==> src/rtl/pfc_seq_pkg.sv <==
package pfc_seq_pkg;

    localparam int unsigned PFC_TIME_W = 16;

    typedef logic [PFC_TIME_W-1:0] tick_t;

    typedef enum logic [1:0] {
        SEQ_STARTUP = 2'd0,
        SEQ_CRIT    = 2'd1,
        SEQ_DISC    = 2'd2
    } seq_mode_e;

    typedef enum logic {
        PH_OFF = 1'b0,
        PH_ON  = 1'b1
    } gate_phase_e;

    typedef struct packed {
        seq_mode_e mode;
        tick_t     on_len;
        tick_t     min_off;
    } pulse_plan_t;

    function automatic tick_t clamp_on(tick_t v, tick_t lo, tick_t hi);
        if (v < lo) return lo;
        if (v > hi) return hi;
        return v;
    endfunction

    function automatic tick_t disc_stretch(tick_t on_len, tick_t crit_min, tick_t slope);
        if (on_len >= crit_min) return '0;
        return (crit_min - on_len) * slope;
    endfunction

    function automatic tick_t sat_step(tick_t v, tick_t inc, tick_t ceil);
        logic [PFC_TIME_W:0] sum;
        sum = {1'b0, v} + {1'b0, inc};
        if (sum >= {1'b0, ceil}) return ceil;
        return sum[PFC_TIME_W-1:0];
    endfunction

endpackage

==> src/rtl/pfc_tick_gen.sv <==
module pfc_tick_gen #(
    parameter int unsigned DIV = 5
) (
    input  logic clk,
    input  logic rst,
    output logic tick_o
);
    localparam int unsigned CW = (DIV > 1) ? $clog2(DIV) : 1;

    generate
        if (DIV <= 1) begin : g_direct
            logic unused_ok;
            assign unused_ok = clk ^ rst;
            assign tick_o    = 1'b1;
        end else begin : g_div
            logic [CW-1:0] cnt_q;
            always_ff @(posedge clk) begin
                if (rst) begin
                    cnt_q <= '0;
                end else if (cnt_q == CW'(DIV - 1)) begin
                    cnt_q <= '0;
                end else begin
                    cnt_q <= cnt_q + 1'b1;
                end
            end
            assign tick_o = (cnt_q == CW'(DIV - 1));
        end
    endgenerate
endmodule

==> src/rtl/pfc_startup_ramp.sv <==
module pfc_startup_ramp
    import pfc_seq_pkg::*;
#(
    parameter int unsigned START_ON   = 10,
    parameter int unsigned STEP_ON    = 10,
    parameter int unsigned MAX_ON     = 230,
    parameter int unsigned STEP_TICKS = 4000
) (
    input  logic  clk,
    input  logic  rst,
    input  logic  tick_i,
    input  logic  active_i,
    output tick_t ramp_on_o
);
    localparam int unsigned SW = $clog2(STEP_TICKS + 1);
    localparam tick_t P_START = tick_t'(START_ON);
    localparam tick_t P_STEP  = tick_t'(STEP_ON);
    localparam tick_t P_MAX   = tick_t'(MAX_ON);

    logic [SW-1:0] step_cnt_q;
    tick_t         ramp_q;

    always_ff @(posedge clk) begin
        if (rst) begin
            step_cnt_q <= '0;
            ramp_q     <= P_START;
        end else if (tick_i && active_i) begin
            if (step_cnt_q == SW'(STEP_TICKS - 1)) begin
                step_cnt_q <= '0;
                ramp_q     <= sat_step(ramp_q, P_STEP, P_MAX);
            end else begin
                step_cnt_q <= step_cnt_q + 1'b1;
            end
        end
    end

    assign ramp_on_o = ramp_q;

    AST_RAMP_MONO: assert property (@(posedge clk) disable iff (rst)
        active_i |=> ramp_q >= $past(ramp_q));
    AST_RAMP_CEIL: assert property (@(posedge clk) disable iff (rst)
        ramp_q <= P_MAX);
endmodule

==> src/rtl/pfc_ovp_gate.sv <==
module pfc_ovp_gate (
    input  logic clk,
    input  logic rst,
    input  logic ov_hi_i,
    input  logic ov_lo_i,
    output logic block_o
);
    logic block_q;

    always_ff @(posedge clk) begin
        if (rst) begin
            block_q <= 1'b0;
        end else if (ov_hi_i) begin
            block_q <= 1'b1;
        end else if (!ov_lo_i) begin
            block_q <= 1'b0;
        end
    end

    assign block_o = block_q;

    AST_OVP_SET: assert property (@(posedge clk) disable iff (rst)
        ov_hi_i |=> block_o);
    AST_OVP_HOLD: assert property (@(posedge clk) disable iff (rst)
        block_o && ov_lo_i |=> block_o);
    AST_OVP_CLEAR: assert property (@(posedge clk) disable iff (rst)
        !ov_hi_i && !ov_lo_i |=> !block_o);
endmodule

==> src/rtl/pfc_zcd_qual.sv <==
module pfc_zcd_qual #(
    parameter int unsigned BLANK = 5
) (
    input  logic clk,
    input  logic rst,
    input  logic tick_i,
    input  logic gate_i,
    input  logic zcd_i,
    output logic zcd_ok_o
);
    localparam int unsigned BW = $clog2(BLANK + 1);

    logic          gate_q;
    logic [BW-1:0] blank_q;
    logic          edge_now;

    assign edge_now = gate_i ^ gate_q;

    always_ff @(posedge clk) begin
        if (rst) begin
            gate_q  <= 1'b0;
            blank_q <= '0;
        end else begin
            gate_q <= gate_i;
            if (edge_now) begin
                blank_q <= BW'(BLANK - 1);
            end else if (tick_i && blank_q != '0) begin
                blank_q <= blank_q - 1'b1;
            end
        end
    end

    assign zcd_ok_o = zcd_i && !edge_now && (blank_q == '0);
endmodule

==> src/rtl/pfc_gate_seq.sv <==
module pfc_gate_seq
    import pfc_seq_pkg::*;
#(
    parameter int unsigned TICK_DIV   = 5,
    parameter int unsigned START_ON   = 10,
    parameter int unsigned START_OFF  = 400,
    parameter int unsigned STEP_ON    = 10,
    parameter int unsigned STEP_TICKS = 4000,
    parameter int unsigned MIN_ON     = 5,
    parameter int unsigned CRIT_MIN   = 23,
    parameter int unsigned MAX_ON     = 230,
    parameter int unsigned BLANK      = 5,
    parameter int unsigned RESTART    = 400,
    parameter int unsigned SLOPE      = 8
) (
    input  logic                  clk,
    input  logic                  rst,
    input  logic [PFC_TIME_W-1:0] on_cmd_i,
    input  logic                  zcd_i,
    input  logic                  oc_i,
    input  logic                  ov_hi_i,
    input  logic                  ov_lo_i,
    output logic                  gate_o
);
    localparam tick_t P_START_OFF = tick_t'(START_OFF);
    localparam tick_t P_MIN_ON    = tick_t'(MIN_ON);
    localparam tick_t P_CRIT_MIN  = tick_t'(CRIT_MIN);
    localparam tick_t P_MAX_ON    = tick_t'(MAX_ON);
    localparam tick_t P_RESTART   = tick_t'(RESTART);
    localparam tick_t P_SLOPE     = tick_t'(SLOPE);
    localparam tick_t P_BLANK     = tick_t'(BLANK);

    logic        tick;
    tick_t       ramp_on;
    logic        ovp_block;
    logic        zcd_ok;

    gate_phase_e phase_q;
    logic        started_q;
    logic        seen_q;
    tick_t       timer_q;
    tick_t       on_len_q;

    pulse_plan_t plan;
    logic        launch_ready;
    logic        launch;
    logic        cut;
    tick_t       launch_len;

    pfc_tick_gen #(.DIV(TICK_DIV)) u_tick (
        .clk    (clk),
        .rst    (rst),
        .tick_o (tick)
    );

    pfc_startup_ramp #(
        .START_ON   (START_ON),
        .STEP_ON    (STEP_ON),
        .MAX_ON     (MAX_ON),
        .STEP_TICKS (STEP_TICKS)
    ) u_ramp (
        .clk       (clk),
        .rst       (rst),
        .tick_i    (tick),
        .active_i  (!started_q),
        .ramp_on_o (ramp_on)
    );

    pfc_ovp_gate u_ovp (
        .clk     (clk),
        .rst     (rst),
        .ov_hi_i (ov_hi_i),
        .ov_lo_i (ov_lo_i),
        .block_o (ovp_block)
    );

    pfc_zcd_qual #(.BLANK(BLANK)) u_zcd (
        .clk      (clk),
        .rst      (rst),
        .tick_i   (tick),
        .gate_i   (gate_o),
        .zcd_i    (zcd_i),
        .zcd_ok_o (zcd_ok)
    );

    // Pulse plan from the present command and phase of operation
    always_comb begin
        plan.on_len = clamp_on(on_cmd_i, P_MIN_ON, P_MAX_ON);
        if (!started_q) begin
            plan.mode = SEQ_STARTUP;
        end else if (plan.on_len < P_CRIT_MIN) begin
            plan.mode = SEQ_DISC;
        end else begin
            plan.mode = SEQ_CRIT;
        end
        plan.min_off = (plan.mode == SEQ_DISC)
                     ? disc_stretch(plan.on_len, P_CRIT_MIN, P_SLOPE) : '0;
    end

    always_comb begin
        unique case (plan.mode)
            SEQ_STARTUP: launch_ready = zcd_ok || (timer_q >= P_START_OFF - 1'b1);
            default:     launch_ready = (timer_q >= plan.min_off) &&
                                        (seen_q || zcd_ok ||
                                         (timer_q >= plan.min_off + P_RESTART - 1'b1));
        endcase
        launch     = (phase_q == PH_OFF) && tick && !ovp_block && launch_ready;
        launch_len = (plan.mode == SEQ_STARTUP && !zcd_ok) ? ramp_on : plan.on_len;
        cut        = (phase_q == PH_ON) &&
                     (oc_i || ovp_block || (tick && timer_q >= on_len_q - 1'b1));
    end

    always_ff @(posedge clk) begin
        if (rst) begin
            phase_q   <= PH_OFF;
            started_q <= 1'b0;
            seen_q    <= 1'b0;
            timer_q   <= '0;
            on_len_q  <= tick_t'(START_ON);
        end else begin
            unique case (phase_q)
                PH_ON: begin
                    if (cut) begin
                        phase_q <= PH_OFF;
                        timer_q <= '0;
                        seen_q  <= 1'b0;
                    end else if (tick) begin
                        timer_q <= timer_q + 1'b1;
                    end
                end
                default: begin
                    if (launch) begin
                        phase_q   <= PH_ON;
                        timer_q   <= '0;
                        on_len_q  <= launch_len;
                        started_q <= started_q | zcd_ok;
                        seen_q    <= 1'b0;
                    end else begin
                        if (tick && timer_q != '1) begin
                            timer_q <= timer_q + 1'b1;
                        end
                        if (zcd_ok) begin
                            seen_q <= 1'b1;
                        end
                    end
                end
            endcase
        end
    end

    assign gate_o = (phase_q == PH_ON);

    AST_OC_CUT: assert property (@(posedge clk) disable iff (rst)
        oc_i && gate_o |=> !gate_o);
    AST_OVP_BLOCK: assert property (@(posedge clk) disable iff (rst)
        ovp_block |=> !gate_o);
    AST_ON_CEIL: assert property (@(posedge clk) disable iff (rst)
        gate_o |-> timer_q < P_MAX_ON);
    AST_BLANK_GAP: assert property (@(posedge clk) disable iff (rst)
        $rose(gate_o) && $past(started_q) |-> $past(timer_q) >= P_BLANK);
    AST_START_STICKY: assert property (@(posedge clk) disable iff (rst)
        started_q |=> started_q);
endmodule

==> config.mk <==
export PLATFORM = sky130hd
export DESIGN_NAME = pfc_gate_seq
export DESIGN_NICKNAME = d
export VERILOG_FILES = /design/src/rtl/pfc_seq_pkg.sv /design/src/rtl/pfc_tick_gen.sv /design/src/rtl/pfc_startup_ramp.sv /design/src/rtl/pfc_ovp_gate.sv /design/src/rtl/pfc_zcd_qual.sv /design/src/rtl/pfc_gate_seq.sv
export SDC_FILE = /design/constraint.sdc
export NUM_CORES = 1
export LEC_CHECK = 0
export BUFFER_PORTS_ARGS = -buffer_cell sky130_fd_sc_hd__buf_2
export CORE_MARGIN = 4
export CORE_UTILIZATION = 55
export DETAILED_ROUTE_END_ITERATION = 6
export GPL_ROUTABILITY_DRIVEN = 0
export MAX_ROUTING_LAYER = met4
export PLACE_DENSITY_LB_ADDON = 0.15
export REMOVE_ABC_BUFFERS = 1
export SYNTH_ARGS = -nofsm -noshare
export SYNTH_HDL_FRONTEND = slang
export SYNTH_SLANG_ARGS = --single-unit
==> constraint.sdc <==
create_clock -name clk -period 5.85 [get_ports clk]
set_input_delay 0.2925 -clock clk [delete_from_list [all_inputs] [get_ports clk]]
set_output_delay 0.2925 -clock clk [all_outputs]
set_load 0.02 [all_outputs]
==> metrics.cfg <==
[setup_path]
cpMaxStageDelayCell=o21ai_2
critical_path_required_ns=6.09
critical-path-top-delay-family=compound AO/OA/AOI/OAI gates
rr_worst_depth=15
crit_cells=18
regToRegStartpoint=started_q
critical_path_class=in2reg
cp-start-kind=input port
slowest_delay_ns=0.88
crit_fanout=31
cp-end-kind=register
critPathBufInv=2
timing.rr.end=timer_q[15]
cp_cell_sequence=buf_2 -> or4_1 -> a211oi_2 -> nand2_1 -> inv_1 -> ha_1 -> nor3_1 -> xnor2_1 -> nand2b_1 -> or2_2 -> ha_1 -> a21oi_1 -> nand2_1 -> a2111o_1 -> o32a_1 -> o21ai_2 -> or4b_2 -> a21oi_1
arrival_ns=5.02
r2r_slack_ns=1.89

[hold_path]
hold_class=in2reg
hp-start=ov_hi_i
hold_end=u_ovp.block_o
worstHoldPathCells=3

[sta]
max_clock_freq_ghz=0.209
rsz0062_at_grt=no
hold_viol=0
finalCritPeriodShare_pct=81.6
max_slew.worst_pin.slew_ns=1.11
drv_slew=0
fin_crit_ns=4.78
setup_viol=0
fin_setup_tns_ns=0
fin_skew_ns=0.0129
relSlewSlack_pct=25.9

[clock_network]
clkSinkCount=70
h-tree-depth=3
numCtsBuffers=9
cts_buffer_depth=2
cts_resized=0
tritoncts=built
cts_hold_buf=0
cts_setup_buffers=0
insertion_delay_ns=0.36
cts.reportedPaths.clkPinSlew_ns=0.08
cts_root_buf=clkbuf_8

[cells_and_area]
antenna_cells=0
fill_cells=782
final_cells=748
final_common_cell=dfxtp_1
synthToLayoutAreaGrowth_pct=8.11
layout.cells.most_common_list=dfxtp_1, nor2_1, ha_1
nNetsFinal=711
drive_above_1_share_pct=11.9

[floorplanning]
fp-row-count=34
core_sq_um=8760
design.die.area_sq_um=10700
chipHeight_microns=103
io_pins=23
die_x_microns=103
initial_utilization_pct=57.1

[yosys]
synth_warnings=0
synthFlopType=dfxtp_1
synth_top_cell_by_area=dfxtp_1
netlist_area_sq_um=5000
synth_edf_count=0
ys_seq_elements=70
synthCells=614
seq_area_frac_synth_pct=28.0
synth_largest_type_area_fraction_pct=28.0
avgSynthCellArea_sq_um=8.14
ys_types=71
synthArstFlopShare_pct=0
synth_area_leaders=dfxtp_1, ha_1, nor2_1

[global_route]
grt_usage_pct=24.1
grt_max_degree=35
grt_pass1_wl_mm=19.9
grt_pass1_vias=4259
antenna_found_initial=0
grt_overflow_total=0

[outcome]
status=complete, no violations

[power]
peakVddDrop_uv=216
p_leak_nw=2.07
power_density_nw_per_um2=182

[detailed_routing]
firstDrtPassIters=4
route.detailed.drc=0
ant_nets=0
wire_per_inst_microns=15.6
finalWirelength_mm=11.7
drtIter0Drc=175
num_vias=4529
viasPerCell=6.05

[run]
maxCapViolations=0

[place]
io_buffers=22
dp.cells=732
place.detailed.hpwl_mm=8.64

-- state kept, by name, summed over array words and instances (netlist names), 3 cells and up --
signal,cells
on_len_q,16
timer_q,16
u_ramp.ramp_on_o,15
u_ramp.step_cnt_q,12
u_tick.g_div.cnt_q,3
u_zcd.blank_q,3
-- worst max-delay path by stage --
stage	from	end	slack, ns
after floorplan	on_cmd_i[10]	timer_q[1]	0.72
after global placement	on_cmd_i[10]	timer_q[15]	0.90
after detailed placement	on_cmd_i[10]	timer_q[15]	0.72
after CTS	on_cmd_i[10]	timer_q[15]	1.12
after global routing	on_cmd_i[10]	timer_q[15]	0.67
final	on_cmd_i[10]	timer_q[15]	1.07
-- Yosys cell counts, types with 7 or more instances --
cell and number:
nand4_1 10, nor4_1 7, xor2_1 16, buf_2 8, nor4bb_1 7, xnor2_1 18, inv_1 32, and3_1 8
nand3_1 18, a21oi_1 46, o31ai_1 9, or2_2 11, o21ai_0 22, or3_1 10, nand2_1 40, nor3_1 20
nand2b_1 8, nor2_1 65, clkbuf_1 11, dfxtp_1 70, ha_1 54, and2_1 10, or4_1 11
-- routing by layer --
metal / global-route usage, % / routed length (microns) / vias to the layer above
li1: - / - / 2276
met1: 29.2 / 5130 / 2125
met2: 40.2 / 5670 / 105
met3: 4.56 / 598 / 23
met4: 8.17 / 261 / 0
met5: - / 0 / -
-- through the flow --
step	instance area, sq um	setup WS, ns	util, %	hold WS (ns)	power (W)
2_1_floorplan	4890	0.716	-	0.362	0.000529
3_3_place_gp	5180	0.902	59.2	0.447	0.000554
3_5_place_dp	5180	0.723	59.2	0.460	0.000555
4_1_cts	5410	1.12	61.7	0.135	0.000995
5_1_grt	5410	0.666	61.7	0.137	0.00102
6_report	5410	1.07	61.7	0.151	0.000984
-- logic make-up (layout without fill, tap and decap cells) --
logic type,Yosys count,in the layout,share of synthesized area (%)
other,1,7,0.0750
AOI/OAI and AO/OA,149,149,20.0
DFF,70,70,28.0
muxes,6,6,1.20
buffers and inverters,56,76,5.11
adders and majority gates,54,54,13.5
and+or+nand+nor,243,243,25.8
xor gates and xnor gates,35,35,6.28
-- power by group --
part | internal, W | switching (W) | leakage, nW | total, W
Combinational | 0.0000221 | 0.0000380 | 1.40 | 0.0000600
Clock | 0.000241 | 0.000199 | 0.106 | 0.000440
Sequential | 0.000480 | 0.00000388 | 0.565 | 0.000484
-- worst register-to-register path: stages, from the launching register on --
cell and delay [ns]:
dfxtp_1 0.41, o2111ai_1 0.14, buf_4 0.21, or2_2 0.31
inv_1 0.06, ha_1 0.17, nand2_1 0.09, a31o_2 0.25
ha_1 0.29, a21o_1 0.16, nand3_1 0.08, a21oi_1 0.08
o32a_1 0.39, o21ai_2 0.88, or4b_2 0.27, a21oi_1 0.06
-- layout make-up --
cell class	count	area (sq um)	area share, %
sequential	70	1400	25.9
clock buffer	9	124	2.29
clock inverter	7	97.6	1.81
tap	108	135	2.50
timing repair buffer	28	155	2.87
multi-input combinational	494	3370	62.4
inverter	32	120	2.22
No activity file was read; power rests on OpenSTA's default activity.
